--- config.mk ---
export PLATFORM = sky130hd
export DESIGN_NAME = bus_cycle_capture
export DESIGN_NICKNAME = d
export VERILOG_FILES = /design/src/rtl/bcc_pkg.sv /design/src/rtl/bcc_sync.sv /design/src/rtl/bcc_owner.sv /design/src/rtl/bcc_capture.sv /design/src/rtl/bus_cycle_capture.sv
export SDC_FILE = /design/constraint.sdc
export NUM_CORES = 1
export LEC_CHECK = 0
export BUFFER_PORTS_ARGS = -buffer_cell sky130_fd_sc_hd__buf_2
export CAP_MARGIN = 20
export CELL_PAD_IN_SITES_DETAIL_PLACEMENT = 1
export CELL_PAD_IN_SITES_GLOBAL_PLACEMENT = 1
export CORE_UTILIZATION = 37
export DETAILED_ROUTE_END_ITERATION = 8
export GPL_ROUTABILITY_DRIVEN = 1
export GPL_TIMING_DRIVEN = 0
export PLACE_DENSITY = 0.82
export REMOVE_ABC_BUFFERS = 1
export SETUP_SLACK_MARGIN = 0.3
export SLEW_MARGIN = 0
export SYNTH_ARGS = -nofsm -noshare
export SYNTH_HDL_FRONTEND = slang
export SYNTH_SLANG_ARGS = --single-unit
--- constraint.sdc ---
create_clock -name clk -period 1.9 [get_ports clk]
set_input_delay 0.095 -clock clk [delete_from_list [all_inputs] [get_ports clk]]
set_output_delay 0.095 -clock clk [all_outputs]
set_load 0.01 [all_outputs]
--- src/rtl/bcc_pkg.sv ---
// Shared types for the bus cycle capture block.
// Assumes the strobe group is always handled as one unit.
package bcc_pkg;

    typedef enum logic {
        OWN_CPU   = 1'b0,
        OWN_LOCAL = 1'b1
    } owner_e;

    typedef struct packed {
        logic rd_n;
        logic wr_n;
        logic a;
        logic b;
    } strobes_t;

    localparam strobes_t STROBE_IDLE = '{rd_n: 1'b1, wr_n: 1'b1, a: 1'b0, b: 1'b0};

endpackage

--- src/rtl/bcc_sync.sv ---
// Multi-bit synchronizer chain with a per-bit reset value.
// Assumes each bit is independent; no coherence across bits is promised.
module bcc_sync #(
    parameter int             W       = 1,
    parameter int             STAGES  = 2,
    parameter logic [W-1:0]   RST_VAL = '0
) (
    input  logic         clk,
    input  logic         rst_n,
    input  logic [W-1:0] d,
    output logic [W-1:0] q
);

    logic [STAGES-1:0][W-1:0] chain;

    for (genvar s = 0; s < STAGES; s++) begin : g_stage
        if (s == 0) begin : g_first
            // First stage samples the asynchronous input.
            always_ff @(posedge clk) begin
                if (!rst_n) chain[0] <= RST_VAL;
                else        chain[0] <= d;
            end
        end else begin : g_next
            // Later stages settle the sampled value.
            always_ff @(posedge clk) begin
                if (!rst_n) chain[s] <= RST_VAL;
                else        chain[s] <= chain[s-1];
            end
        end
    end

    assign q = chain[STAGES-1];

endmodule

--- src/rtl/bcc_owner.sv ---
// Bus ownership state and the registered drive stage of the local master.
// A request acts only when it names the other owner. The first owned cycle
// drives idle strobes; afterwards the local master's values are registered.
// Assumes local master inputs are synchronous to clk.
module bcc_owner
    import bcc_pkg::*;
#(
    parameter int PORT_W = 8
) (
    input  logic              clk,
    input  logic              rst_n,
    input  logic              req_valid,
    input  logic              req_local,
    input  strobes_t          lm_strb,
    input  logic [PORT_W-1:0] lm_addr,
    input  logic [PORT_W-1:0] lm_wdata,
    input  logic              lm_wdata_en,
    output owner_e            owner,
    output strobes_t          drv_strb,
    output logic [PORT_W-1:0] drv_addr,
    output logic [PORT_W-1:0] drv_data,
    output logic              ctl_oe,
    output logic              addr_oe,
    output logic              data_oe
);

    owner_e target;
    logic   do_switch;

    assign target    = req_local ? OWN_LOCAL : OWN_CPU;
    assign do_switch = req_valid && (target != owner);

    // Ownership register plus the drive registers it controls.
    always_ff @(posedge clk) begin
        if (!rst_n) begin
            owner    <= OWN_CPU;
            drv_strb <= STROBE_IDLE;
            drv_addr <= '0;
            drv_data <= '0;
            ctl_oe   <= 1'b0;
            addr_oe  <= 1'b0;
            data_oe  <= 1'b0;
        end else if (do_switch) begin
            owner    <= target;
            drv_strb <= STROBE_IDLE;
            drv_addr <= '0;
            drv_data <= '0;
            ctl_oe   <= (target == OWN_LOCAL);
            addr_oe  <= (target == OWN_LOCAL);
            data_oe  <= 1'b0;
        end else if (owner == OWN_LOCAL) begin
            drv_strb <= lm_strb;
            drv_addr <= lm_addr;
            drv_data <= lm_wdata;
            data_oe  <= lm_wdata_en;
        end else begin
            drv_strb <= STROBE_IDLE;
            data_oe  <= 1'b0;
        end
    end

endmodule

--- src/rtl/bcc_capture.sv ---
// Edge detection on the two address strobes, address rebuild and
// qualified data capture. Upper-byte edge is applied before lower-byte
// edge when both arrive together. Assumes inputs are already synchronous.
module bcc_capture
    import bcc_pkg::*;
#(
    parameter int PORT_W = 8
) (
    input  logic                clk,
    input  logic                rst_n,
    input  strobes_t            src_strb,
    input  logic [PORT_W-1:0]   src_addr,
    input  logic [PORT_W-1:0]   src_data,
    output logic [2*PORT_W-1:0] addr_q,
    output logic [PORT_W-1:0]   data_q,
    output logic                addr_upd,
    output logic                data_vld
);

    logic              prev_a, prev_b;
    logic              rise_a, rise_b, mem_act;
    logic [PORT_W-1:0] addr_hi, addr_lo;

    assign rise_a  = src_strb.a & ~prev_a;
    assign rise_b  = src_strb.b & ~prev_b;
    assign mem_act = ~src_strb.rd_n | ~src_strb.wr_n;

    // Previous strobe levels for edge detection.
    always_ff @(posedge clk) begin
        if (!rst_n) begin
            prev_a <= 1'b0;
            prev_b <= 1'b0;
        end else begin
            prev_a <= src_strb.a;
            prev_b <= src_strb.b;
        end
    end

    // Upper byte on strobe A, then lower byte on strobe B.
    always_ff @(posedge clk) begin
        if (!rst_n) begin
            addr_hi <= '0;
            addr_lo <= '0;
        end else begin
            if (rise_a) addr_hi <= src_addr;
            if (rise_b) addr_lo <= src_addr;
        end
    end

    // Data byte captured only during a memory access.
    always_ff @(posedge clk) begin
        if (!rst_n)                data_q <= '0;
        else if (rise_b && mem_act) data_q <= src_data;
    end

    // One-cycle event pulses.
    always_ff @(posedge clk) begin
        if (!rst_n) begin
            addr_upd <= 1'b0;
            data_vld <= 1'b0;
        end else begin
            addr_upd <= rise_a | rise_b;
            data_vld <= rise_b & mem_act;
        end
    end

    assign addr_q = {addr_hi, addr_lo};

endmodule

--- src/rtl/bus_cycle_capture.sv ---
// Top of the bus cycle capture block. Synchronizes the processor-side pins,
// selects the capture source by owner, reverses the data pin order and
// registers the control and flag lines. Assumes the board routes the
// drive outputs through tri-state buffers enabled by the *_oe outputs.
module bus_cycle_capture
    import bcc_pkg::*;
#(
    parameter int PORT_W      = 8,
    parameter int CTL_W       = 5,
    parameter int FLAG_W      = 4,
    parameter int SYNC_STAGES = 2
) (
    input  logic                clk,
    input  logic                rst_n,
    input  logic                own_req_valid,
    input  logic                own_req_local,
    input  logic                lm_strb_a,
    input  logic                lm_strb_b,
    input  logic                lm_rd_n,
    input  logic                lm_wr_n,
    input  logic [PORT_W-1:0]   lm_addr,
    input  logic [PORT_W-1:0]   lm_wdata,
    input  logic                lm_wdata_en,
    input  logic                pin_strb_a_i,
    input  logic                pin_strb_b_i,
    input  logic                pin_rd_n_i,
    input  logic                pin_wr_n_i,
    input  logic [PORT_W-1:0]   pin_addr_i,
    input  logic [PORT_W-1:0]   pin_data_i,
    output logic                pin_strb_a_o,
    output logic                pin_strb_b_o,
    output logic                pin_rd_n_o,
    output logic                pin_wr_n_o,
    output logic                pin_ctl_oe,
    output logic [PORT_W-1:0]   pin_addr_o,
    output logic                pin_addr_oe,
    output logic [PORT_W-1:0]   pin_data_o,
    output logic                pin_data_oe,
    output logic                mux_sel,
    input  logic [CTL_W-1:0]    ctl_i,
    input  logic [FLAG_W-1:0]   flag_i,
    output logic [CTL_W-1:0]    ctl_o,
    output logic [FLAG_W-1:0]   flag_o,
    output logic [2*PORT_W-1:0] addr_q,
    output logic [PORT_W-1:0]   data_q,
    output logic                addr_upd,
    output logic                data_vld
);

    localparam int SYNC_W = $bits(strobes_t) + 2 * PORT_W;
    localparam logic [SYNC_W-1:0] SYNC_RST = {STROBE_IDLE, {(2*PORT_W){1'b0}}};

    strobes_t          pin_strb_s, lm_strb, drv_strb, src_strb;
    logic [PORT_W-1:0] pin_addr_s, pin_data_s, pin_data_log;
    logic [PORT_W-1:0] drv_addr, drv_data, src_addr, src_data;
    owner_e            owner;

    assign lm_strb = '{rd_n: lm_rd_n, wr_n: lm_wr_n, a: lm_strb_a, b: lm_strb_b};

    bcc_sync #(
        .W       (SYNC_W),
        .STAGES  (SYNC_STAGES),
        .RST_VAL (SYNC_RST)
    ) u_sync (
        .clk   (clk),
        .rst_n (rst_n),
        .d     ({pin_rd_n_i, pin_wr_n_i, pin_strb_a_i, pin_strb_b_i, pin_addr_i, pin_data_i}),
        .q     ({pin_strb_s, pin_addr_s, pin_data_s})
    );

    bcc_owner #(.PORT_W(PORT_W)) u_owner (
        .clk         (clk),
        .rst_n       (rst_n),
        .req_valid   (own_req_valid),
        .req_local   (own_req_local),
        .lm_strb     (lm_strb),
        .lm_addr     (lm_addr),
        .lm_wdata    (lm_wdata),
        .lm_wdata_en (lm_wdata_en),
        .owner       (owner),
        .drv_strb    (drv_strb),
        .drv_addr    (drv_addr),
        .drv_data    (drv_data),
        .ctl_oe      (pin_ctl_oe),
        .addr_oe     (pin_addr_oe),
        .data_oe     (pin_data_oe)
    );

    // Pin order is the mirror of logical order in both directions.
    for (genvar i = 0; i < PORT_W; i++) begin : g_rev
        assign pin_data_log[i] = pin_data_s[PORT_W-1-i];
        assign pin_data_o[i]   = drv_data[PORT_W-1-i];
    end

    // Capture source follows the current owner.
    always_comb begin
        if (owner == OWN_LOCAL) begin
            src_strb = drv_strb;
            src_addr = drv_addr;
            src_data = pin_data_oe ? drv_data : pin_data_log;
        end else begin
            src_strb = pin_strb_s;
            src_addr = pin_addr_s;
            src_data = pin_data_log;
        end
    end

    bcc_capture #(.PORT_W(PORT_W)) u_capture (
        .clk      (clk),
        .rst_n    (rst_n),
        .src_strb (src_strb),
        .src_addr (src_addr),
        .src_data (src_data),
        .addr_q   (addr_q),
        .data_q   (data_q),
        .addr_upd (addr_upd),
        .data_vld (data_vld)
    );

    // Control lines idle high, flags idle low.
    always_ff @(posedge clk) begin
        if (!rst_n) begin
            ctl_o  <= '1;
            flag_o <= '0;
        end else begin
            ctl_o  <= ctl_i;
            flag_o <= flag_i;
        end
    end

    assign mux_sel      = (owner == OWN_LOCAL);
    assign pin_strb_a_o = drv_strb.a;
    assign pin_strb_b_o = drv_strb.b;
    assign pin_rd_n_o   = drv_strb.rd_n;
    assign pin_wr_n_o   = drv_strb.wr_n;
    assign pin_addr_o   = drv_addr;

endmodule

==> impl_metrics.env, run 1 <==
export IMPL_status="complete, but fails checks"
export IMPL_violations="DRC"
export IMPL_cts_buffers=9
export IMPL_wl_um=9351
export IMPL_drt_iter0_markers=45
export IMPL_mostFrequentLayoutCell="buf_2"
export IMPL_viasPerCell=4.796
export IMPL_power_leakage_uw=0.002295
export IMPL_fin_crit_sh=0.8308
export IMPL_antenna_found_initial=0
export IMPL_core_um2=8806
export IMPL_async_reset_ff_frac=0
export IMPL_cp_max_fo=11
export IMPL_cts_num_sinks=99
export IMPL_cp_buffers_inverters=1
export IMPL_power_switching_uw=994.6
export IMPL_path_depth=4
export IMPL_drive_above_1_share=0.3188
export IMPL_critPathMaxStageDelay_ns=0.42
export IMPL_worst_slack_ns=0.3214
export IMPL_criticalPathCategory="reg2reg"
export IMPL_startpoint="u_owner.owner"
export IMPL_hpwl_um=5380
export IMPL_crit_path_top_delay_cell="dfxtp_4"
export IMPL_htree_levels=3
export IMPL_holdWs_ns=0.01187
export IMPL_seq_area_frac_synth=0.5854
export IMPL_synth_cell_types=32
export IMPL_grt_pass1_wl_um=14790
export IMPL_maxCapViolCount=0
export IMPL_antennaDiodeCount=0
export IMPL_cts_max_path_buffers=2
export IMPL_fillers=990
export IMPL_synth_top_flop_cell="dfxtp_1"
export IMPL_p_comb_frac=0.111
export IMPL_skew_ns=0.01835
export IMPL_clk_pin_slew_worst_paths_ns=0.10
export IMPL_critPathCapture="u_capture.addr_hi[6]"
export IMPL_crit_arrival_ns=1.84
export IMPL_reg2regPathDepth=4
export IMPL_insertion_delay_ns=0.37
export IMPL_netlist_area_um2=3386
export IMPL_internal_power_uw=3024
export IMPL_synth_edf_count=0
export IMPL_r2r_slack_ns=0.32
export IMPL_num_rows=34
export IMPL_period_needed_ns=1.579
export IMPL_postSynthAreaPerCell_um2=10.71
export IMPL_worst_pin_slew_ns=0.6008
export IMPL_ys_ff_latch=99
export IMPL_endpoint_kind="flip-flop"
export IMPL_timing_rr_end="u_capture.addr_hi[6]"
export IMPL_netSwitchingFraction=0.2475
export IMPL_nets=529
export IMPL_ant_nets=0
export IMPL_die_w_um=97.66
export IMPL_rsz0062_at_grt="true"
export IMPL_grt_pass1_vias=2991
export IMPL_r2r_start="u_owner.owner"
export IMPL_setup_viol=0
export IMPL_drv_slew=0
export IMPL_crit_chain="buf_6, mux2_2, or3_1, o211a_1"
export IMPL_synth_cells=316
export IMPL_startpoint_type="flip-flop"
export IMPL_seq_power_share=0.548
export IMPL_cts_tree="built"
export IMPL_die_y_um=97.66
export IMPL_pwr_share_clk=0.341
export IMPL_clock_fmax_mhz=633.5
export IMPL_drc=7
export IMPL_dieArea_um2=9537
export IMPL_boundaryPins=113
export IMPL_via_count=2820
export IMPL_area_growth_pct=41.69
export IMPL_grt_max_degree=78
export IMPL_port_buffers=112
export IMPL_pre_cts_ws_ns=-0.2548
export IMPL_hold_class="in2reg"
export IMPL_synth_warning_count=0
export IMPL_finalNonFillerCells=588
export IMPL_ir_drop_mv=0.3894
export IMPL_power_density_nw_per_um2=837.8
export IMPL_hold_violations=0
export IMPL_grt_overflow=0
export IMPL_critical_path_top_delay_family="flip-flops"
export IMPL_wl_per_cell_um=15.90
export IMPL_relSlewSlack=0.5980
export IMPL_globalplace_congestion=0.7030
export IMPL_start_util=0.3845
export IMPL_final_cell_mix="buf_2 (112), dfxtp_1 (97), dlygate4sd3_1 (49)"
export IMPL_first_pass_iters=5
export IMPL_place_inst=517
export IMPL_cp_data_required_time_ns=2.16
export IMPL_cts_root_buf="clkbuf_8"
export IMPL_globalRouteTotalUtil=0.1997
[area by class of cell]
cell class / count / area [um2] / area share
well taps: 108 / 135.1 / 0.02817
multi-input cells: 191 / 1296 / 0.2702
clock inverters: 7 / 75.07 / 0.01565
inverters: 6 / 26.28 / 0.005477
flip-flops and latches: 99 / 1987 / 0.4142
clock buffers: 9 / 123.9 / 0.02582
repair buffers: 168 / 1154 / 0.2405
[metrics by stage]
stage	power (uW)	utilization	setup TNS, ns	instance area, um2
6_report	4019	0.5448	0	4797
5_1_grt	4198	0.5448	0	4797
4_1_cts	4039	0.5368	0	4727
3_5_place_dp	2586	0.4540	-4.744	3998
3_3_place_gp	2568	0.4515	-57.33	3976
2_1_floorplan	2412	-	-25.46	3281
[routing by layer]
layer | vias to the layer above | share of wire | global-route usage
met5 | - | 0 | 0
met4 | 0 | 0.026 | 0.09324
met3 | 20 | 0.025 | 0.03022
met2 | 66 | 0.54 | 0.3677
met1 | 1365 | 0.41 | 0.2248
li1 | 1369 | - | -
[cells by family (layout without fill, tap and decap cells)]
family | count (synthesis) | in the layout | synth area share
AND/OR/NAND/NOR | 119 | 119 | 0.1903
AO/OA/AOI/OAI | 35 | 35 | 0.07207
flip-flops | 99 | 99 | 0.5854
multiplexers | 36 | 36 | 0.1120
XOR/XNOR | 1 | 1 | 0.002587
buffers and inverters | 26 | 190 | 0.03769
[worst min path at each step]
| stage | from | endpoint | slack (ns) | depth (start not counted) |
|---|---|---|---|---|
| after floorplan | rst_n | ctl_o[0] | 0.17 | 1 |
| after global placement | ctl_i[0] | ctl_o[0] | 0.28 | 2 |
| after detailed placement | ctl_i[0] | ctl_o[0] | 0.28 | 2 |
| after CTS | own_req_valid | u_owner.owner | 0.008 | 3 |
| after global routing | lm_addr[5] | u_owner.drv_addr[5] | 0.02 | 3 |
| final | lm_addr[5] | u_owner.drv_addr[5] | 0.01 | 3 |
[registers in the layout, indices dropped and copies added (netlist names)]
signal,flops
u_capture.prev_b,1
ctl_o,5
u_owner.data_oe,1
u_owner.owner,1
u_owner.drv_strb,4
u_owner.drv_data,8
u_capture.prev_a,1
u_capture.addr_lo,8
u_capture.data_vld,1
u_owner.drv_addr,8
u_capture.addr_hi,8
flag_o,4
u_capture.addr_upd,1
u_sync.q,20
u_capture.data_q,8
u_sync.chain,20
[worst register-to-register path, cell delays in order, from the launching register on]
cell	delay [ns]
dfxtp_4	0.42
buf_6	0.19
mux2_2	0.40
or3_1	0.35
o211a_1	0.13
[power groups by stage]
stage	registers, uW	clock network (uW)	logic (uW)
2_1_floorplan	2280	0	136
3_3_place_gp	2260	0	306
3_5_place_dp	2250	0	332
4_1_cts	2200	1410	426
5_1_grt	2210	1500	486
6_report	2200	1370	445
[cell usage after synthesis, types with 2 or more instances]
master | count | area share
buf_2 | 5 | 0.0074
or2_2 | 2 | 0.0037
or3_1 | 8 | 0.015
mux2i_1 | 26 | 0.077
a21boi_0 | 8 | 0.018
dfxtp_1 | 99 | 0.59
nor3_1 | 16 | 0.024
and3_1 | 8 | 0.015
nand2b_1 | 9 | 0.017
mux2_2 | 8 | 0.027
nand2_1 | 8 | 0.0089
inv_1 | 5 | 0.0055
nor2_1 | 24 | 0.027
o211a_1 | 8 | 0.024
buf_4 | 4 | 0.0089
o21ai_0 | 8 | 0.012
clkbuf_1 | 9 | 0.010
a21oi_1 | 8 | 0.012
and2_1 | 40 | 0.074
[what timing repair did]
| item | in CTS | in global routing |
|---|---|---|
| endpoints found under the hold margin | 49 | 0 |
| setup buffers | 4 | 0 |
| gates cloned | 0 | 1 |
| hold buffers | 49 | 0 |
| endpoints found under the setup margin | 42 | 18 |
| pin swaps | 1 | 0 |
| resized for setup | 2 | 6 |
(Power assumes the default switching activity.)
==> inputs of run 2 (changes only) <==
--- a/config.mk
+++ b/config.mk
@@ -9,11 +9,11 @@
 export CAP_MARGIN = 20
 export CELL_PAD_IN_SITES_DETAIL_PLACEMENT = 1
 export CELL_PAD_IN_SITES_GLOBAL_PLACEMENT = 1
-export CORE_UTILIZATION = 37
+export CORE_UTILIZATION = 34
 export DETAILED_ROUTE_END_ITERATION = 8
 export GPL_ROUTABILITY_DRIVEN = 1
 export GPL_TIMING_DRIVEN = 0
-export PLACE_DENSITY = 0.82
+export PLACE_DENSITY = 0.79
 export REMOVE_ABC_BUFFERS = 1
 export SETUP_SLACK_MARGIN = 0.3
 export SLEW_MARGIN = 0
==> constraint.sdc (replaced) <==
create_clock -name clk -period 1.4 [get_ports clk]
set_input_delay 0.07 -clock clk [delete_from_list [all_inputs] [get_ports clk]]
set_output_delay 0.07 -clock clk [all_outputs]
set_load 0.01 [all_outputs]
==> run 2 against run 1 <==
The run ends with setup timing left. Critical path type unchanged. Clock-buffer cell count up 4. Sequential share of layout area down 4.5 points. Clock skew down 0.0073 ns. Via count up 4.9%. Core utilization up 0.90 points. Final area up 12%. Largest power group unchanged.
==> impl_metrics.env, run 2 (synthesis results as in run 1) <==
export IMPL_violations="setup timing"
export IMPL_hold_path_depth=3
export IMPL_p_comb_frac=0.140
export IMPL_start_util=0.3480
export IMPL_globalplace_congestion=0.6971
export IMPL_crit_top_cell="buf_6"
export IMPL_seq_power_share=0.523
export IMPL_boundaryPins=113
export IMPL_endpoint_kind="flip-flop"
export IMPL_clk_pin_slew_worst_paths_ns=0.09
export IMPL_nets=556
export IMPL_antenna_found_initial=0
export IMPL_netSwitchingFraction=0.2474
export IMPL_wl_per_cell_um=17.48
export IMPL_place_inst=542
export IMPL_cts_buffers=9
export IMPL_dieArea_um2=10360
export IMPL_status="complete, but fails checks"
export IMPL_hold_violations=0
export IMPL_power_leakage_uw=0.002502
export IMPL_cts_tree="built"
export IMPL_grt_use_met2=0.3919
export IMPL_antennaDiodeCount=0
export IMPL_grt_pass1_vias=3036
export IMPL_r2r_start="u_owner.owner"
export IMPL_cp_data_required_time_ns=1.69
export IMPL_finalSetupTns_ns=-0.4824
export IMPL_crit_path_top_delay_cell="dfxtp_4"
export IMPL_min_from="own_req_local"
export IMPL_fin_crit_sh=1.050
export IMPL_hpwl_um=5718
export IMPL_final_util=0.5538
export IMPL_skew_ns=0.01105
export IMPL_insertion_delay_ns=0.37
export IMPL_hold_class="in2reg"
export IMPL_relSlewSlack=0.5325
export IMPL_crit_chain="buf_6, mux2_4, nand4_1, buf_6, mux2i_1"
export IMPL_core_um2=9729
export IMPL_final_cell_mix="buf_2 (108), dfxtp_1 (96), dlygate4sd3_1 (51)"
export IMPL_mostFrequentLayoutCell="buf_2"
export IMPL_grt_use_met3=0.03520
export IMPL_top_usage_layer="met2"
export IMPL_drv_slew=0
export IMPL_reg2regPathDepth=5
export IMPL_clock_fmax_mhz=680.3
export IMPL_cts_root_buf="clkbuf_8"
export IMPL_ant_nets=0
export IMPL_die_w_um=101.8
export IMPL_viasPerCell=4.620
export IMPL_die_y_um=101.8
export IMPL_maxCapViolCount=0
export IMPL_cts_num_sinks=99
export IMPL_timing_rr_end="u_capture.data_q[4]"
export IMPL_cts_max_path_buffers=2
export IMPL_rsz0062_at_grt="true"
export IMPL_criticalPathCategory="reg2reg"
export IMPL_num_rows=36
export IMPL_worst_pin_slew_ns=0.7012
export IMPL_finalPower_uw=5722
export IMPL_period_needed_ns=1.470
export IMPL_grt_max_degree=78
export IMPL_min_to="u_owner.owner"
export IMPL_drive_above_1_share=0.4083
export IMPL_first_pass_iters=4
export IMPL_power_switching_uw=1415
export IMPL_grt_overflow=0
export IMPL_met1_usage=0.2302
export IMPL_finalNonFillerCells=640
export IMPL_worst_slack_ns=-0.06995
export IMPL_drc=0
export IMPL_via_count=2957
export IMPL_internal_power_uw=4307
export IMPL_port_buffers=112
export IMPL_crit_arrival_ns=1.76
export IMPL_grt_pass1_wl_um=16000
export IMPL_wl_um=11190
export IMPL_pwr_share_clk=0.337
export IMPL_holdWs_ns=0.07129
export IMPL_cp_max_fo=5
export IMPL_startpoint_type="flip-flop"
export IMPL_drt_iter0_markers=59
export IMPL_htree_levels=3
export IMPL_ir_drop_mv=0.7461
export IMPL_fillers=1077
export IMPL_power_density_nw_per_um2=1062
export IMPL_r2r_slack_ns=-0.07
export IMPL_setup_viol=13
export IMPL_area_growth_pct=59.13
export IMPL_critPathMaxStageDelay_ns=0.41
export IMPL_globalRouteTotalUtil=0.2114
[run 2: cell count changes in the layout (fill, tap and decap cells not counted), moves of 5 or more]
cell    previous run  this run
mux2_2             8         0
buf_6              2         7
mux2_4             1         9
nor2_4             0        11
buf_4              2        19
nor3_1            16         8
nor3_2             0         6
nor2_1            24        10
[run 2: worst max-delay path by stage]
stage	from	end	slack (ns)	depth (start not counted)
floorplan	u_owner.owner	u_capture.data_q[0]	-1.26	3
CTS	u_owner.owner	u_capture.addr_hi[0]	-0.02	4
global placement	u_owner.owner	u_capture.data_q[6]	-1.90	3
global route	u_capture.prev_b	u_capture.data_q[4]	-0.12	4
finish	u_owner.owner	u_capture.data_q[4]	-0.07	5
detailed placement	u_owner.owner	u_capture.data_q[4]	-0.86	4
[run 2: worst max-delay path, delay by kind of cell (launching register included)]
family	cells	cell delay, ns
muxes	2	0.53
DFF	1	0.41
buffers and inverters	2	0.29
and+or+nand+nor	1	0.15
[run 2: routing by layer]
metal	share of wire	vias up
met2	0.54	79
met5	0	-
met1	0.40	1432
met3	0.027	23
met4	0.030	0
li1	-	1423
[run 2: area by class of cell]
type | instances | area (um2) | share of cell area
inverter | 6 | 23.77 | 0.004412
clock buffer | 13 | 158.9 | 0.02949
clock inverter | 3 | 46.29 | 0.008593
tap | 133 | 166.4 | 0.03089
timing repair buffer | 195 | 1470 | 0.2729
multi-input combinational | 191 | 1531 | 0.2843
sequential | 99 | 1991 | 0.3695
[run 2: stage by stage]
step                      instance area [um2]  setup WS [ns]
after floorplan                          3281         -1.262
after global placement                   4008         -1.898
after detailed placement                 4029        -0.8608
after CTS                                5190       -0.02349
after global routing                     5388        -0.1200
final                                    5388       -0.06995
[run 2: power groups by stage]
stage	clock, uW	combinational (uW)	sequential, uW
5_1_grt	2070	855	3010
3_5_place_dp	0	453	3060
3_3_place_gp	0	416	3070
2_1_floorplan	0	185	3090
6_report	1930	801	2990
4_1_cts	1960	720	2990
[run 2: timing repair]
action / in CTS / in global routing
setup buffers: 25 / 3
cloned: 3 / 0
gates resized for setup: 36 / 45
hold buffers: 51 / 0
endpoints found under the setup margin: 54 / 53
hold endpoints to repair: 51 / 0
pin swaps: 11 / 10
==> inputs of run 3 (changes only) <==
--- a/config.mk
+++ b/config.mk
@@ -13,10 +13,11 @@
 export DETAILED_ROUTE_END_ITERATION = 8
 export GPL_ROUTABILITY_DRIVEN = 1
 export GPL_TIMING_DRIVEN = 0
-export PLACE_DENSITY = 0.79
+export PLACE_DENSITY = 0.78
 export REMOVE_ABC_BUFFERS = 1
 export SETUP_SLACK_MARGIN = 0.3
 export SLEW_MARGIN = 0
 export SYNTH_ARGS = -nofsm -noshare
 export SYNTH_HDL_FRONTEND = slang
+export SYNTH_HIERARCHICAL = 1
 export SYNTH_SLANG_ARGS = --single-unit
==> run 3 against run 2 <==
Final cell count decreased by 1.9%. Synthesized cell count increased by 11%. Maximum frequency up 7.0%. Hold slack worse by 0.029 ns. Clock skew fell by 0.0015 ns. Non-clock buffer count fell by 26. Via count is 5.1% lower. Register-to-register slack improved by 0.096 ns. Sequential share of layout area is 3.4 points higher. Clock-buffer cell count did not move. The run now ends clean. Critical endpoint is now u_capture/data_q[0]. Global-route usage decreased by 3.8 points. Sequential power is 2% lower.
==> impl_metrics.env, run 3 <==
export IMPL_area_growth_pct=34.69
export IMPL_criticalPathCategory="reg2reg"
export IMPL_clk_pin_slew_worst_paths_ns=0.09
export IMPL_status="completed"
export IMPL_drt_iter0_markers=60
export IMPL_worst_slack_ns=0.02574
export IMPL_port_buffers=112
export IMPL_crit_arrival_ns=1.65
export IMPL_start_util=0.3520
export IMPL_cts_tree="built"
export IMPL_first_pass_iters=4
export IMPL_critPathMaxStageDelay_ns=0.40
export IMPL_antennaDiodeCount=0
export IMPL_cts_max_path_buffers=2
export IMPL_grt_pass1_vias=2963
export IMPL_ys_ff_latch=99
export IMPL_clock_fmax_mhz=727.7
export IMPL_synth_cell_types=22
export IMPL_dieArea_um2=11150
export IMPL_via_count=2805
export IMPL_wl_per_cell_um=14.69
export IMPL_cts_buffers=9
export IMPL_synthTopCellsByCount="dfxtp_1 (99), nand2_1 (48), and2_1 (45), buf_4 (26), a21boi_0 (24)"
export IMPL_drc=0
export IMPL_synth_edf_count=0
export IMPL_core_um2=10370
export IMPL_yosysTopAreaCell="dfxtp_1"
export IMPL_holdWs_ns=0.04237
export IMPL_ir_drop_mv=0.5118
export IMPL_period_needed_ns=1.374
export IMPL_hold_class="in2reg"
export IMPL_cp_max_fo=9
export IMPL_reg2regPathDepth=4
export IMPL_insertion_delay_ns=0.35
export IMPL_num_rows=37
export IMPL_cts_num_sinks=99
export IMPL_crit_path_top_delay_cell="dfxtp_4"
export IMPL_power_leakage_uw=0.002112
export IMPL_rsz0062_at_grt="true"
export IMPL_die_y_um=105.6
export IMPL_seq_area_frac_synth=0.5430
export IMPL_viasPerCell=4.467
export IMPL_globalRouteTotalUtil=0.1730
export IMPL_netlist_area_um2=3650
export IMPL_cts_root_buf="clkbuf_8"
export IMPL_skew_ns=0.009548
export IMPL_timing_rr_end="u_capture/data_q[0]"
export IMPL_ant_nets=0
export IMPL_setup_viol=0
export IMPL_startpoint="u_owner/addr_oe"
export IMPL_synth_cells=350
export IMPL_cp_data_required_time_ns=1.67
export IMPL_r2r_start="u_owner/addr_oe"
export IMPL_synth_top_cell_area_share=0.5430
export IMPL_postSynthAreaPerCell_um2=10.43
export IMPL_endpoint_kind="flip-flop"
export IMPL_crit_chain="mux2_2, a21oi_4, buf_12, mux2i_1"
export IMPL_r2r_slack_ns=0.03
export IMPL_hold_violations=0
export IMPL_critPathCapture="u_capture/data_q[0]"
export IMPL_power_density_nw_per_um2=1052
export IMPL_hpwl_um=5218
export IMPL_globalplace_congestion=0.6873
export IMPL_synth_area_leaders="dfxtp_1 (54%), and2_1 (7.7%), mux2_2 (6.2%)"
export IMPL_pre_cts_ws_ns=-1.083
export IMPL_cp_buffers_inverters=1
export IMPL_finalPower_uw=5170
export IMPL_fin_crit_sh=0.9816
export IMPL_boundaryPins=113
export IMPL_wl_um=9227
export IMPL_worst_pin_slew_ns=0.9427
export IMPL_grt_max_degree=104
export IMPL_path_depth=4
export IMPL_drive_above_1_share=0.3313
export IMPL_maxCapViolCount=0
export IMPL_htree_levels=3
export IMPL_synth_top_flop_cell="dfxtp_1"
export IMPL_relSlewSlack=0.3716
export IMPL_die_w_um=105.6
export IMPL_grt_overflow=0
export IMPL_grt_pass1_wl_um=14700
export IMPL_critical_path_top_delay_family="multiplexers"
export IMPL_antenna_found_initial=0
export IMPL_nets=542
export IMPL_drv_slew=0
export IMPL_final_cell_mix="buf_2 (111), dfxtp_1 (98), dlygate4sd3_1 (50)"
export IMPL_synth_warning_count=6
export IMPL_mostFrequentLayoutCell="buf_2"
export IMPL_async_reset_ff_frac=0
export IMPL_yosysMostFrequentCell="dfxtp_1"
export IMPL_startpoint_type="flip-flop"
run 3: metrics by stage:
step | TNS [ns] | utilization | cells | area, um2
detailed placement | -24.06 | 0.3949 | 556 | 4095
floorplan | -26.11 | - | 308 | 3361
CTS | 0 | 0.4741 | 628 | 4916
global placement | -57.54 | 0.3945 | 556 | 4091
global route | -0.2000 | 0.4741 | 628 | 4916
finish | 0 | 0.4741 | 628 | 4916
run 3: layout make-up:
| type | count | area [um2] |
|---|---|---|
| fill | 1196 | 5454 |
| tap | 136 | 170.2 |
| timing repair buffer | 169 | 1170 |
| clock inverter | 2 | 10.01 |
| sequential | 99 | 1986 |
| multi-input combinational | 209 | 1411 |
| clock buffer | 13 | 168.9 |
run 3: worst min path at each step:
stage	startpoint	cells past startpoint	slack [ns]	to
finish	own_req_valid	3	0.04	u_owner/addr_oe
global route	own_req_valid	3	0.04	u_owner/addr_oe
CTS	own_req_valid	3	0.03	u_owner/addr_oe
detailed placement	lm_wr_n	2	0.26	u_owner/drv_strb[2]
global placement	ctl_i[0]	2	0.25	ctl_o[0]
floorplan	rst_n	1	0.14	ctl_o[0]
run 3: routing by layer:
metal,track usage,share of wire,up-vias
li1,-,-,1388
met1,0.1974,0.44,1338
met2,0.3205,0.51,71
met3,0.04329,0.041,8
met4,0.04266,0.0092,0
met5,0,0,-
run 3: tightest hold or removal path, stage by stage:
cell	delay [ns]
buf_2	0.11
nand2b_1	0.09
a21boi_0	0.08
run 3: logic make-up after synthesis:
| logic type | Yosys count | share of synthesized area |
|---|---|---|
| compound gates | 35 | 0.07439 |
| buf+inv | 42 | 0.07919 |
| mux | 28 | 0.08365 |
| simple gates | 146 | 0.2197 |
| flops | 99 | 0.5430 |
run 3: what timing repair did:
action                     in CTS  in global routing
gates resized for setup        19                  0
hold endpoints to repair       50                  0
cloned                          0                  0
hold buffers                   50                  0
setup buffers                   7                  0
setup endpoints to repair      53                 51
run 3: where the power goes:
| group | internal (uW) | switching (uW) | total, uW | leakage, uW |
|---|---|---|---|---|
| clock | 780 | 921 | 1700 | 0.0000953 |
| sequential | 2910 | 34.5 | 2940 | 0.000811 |
| combinational | 300 | 228 | 528 | 0.00121 |
| total | 3990 | 1180 | 5170 | 0.00211 |
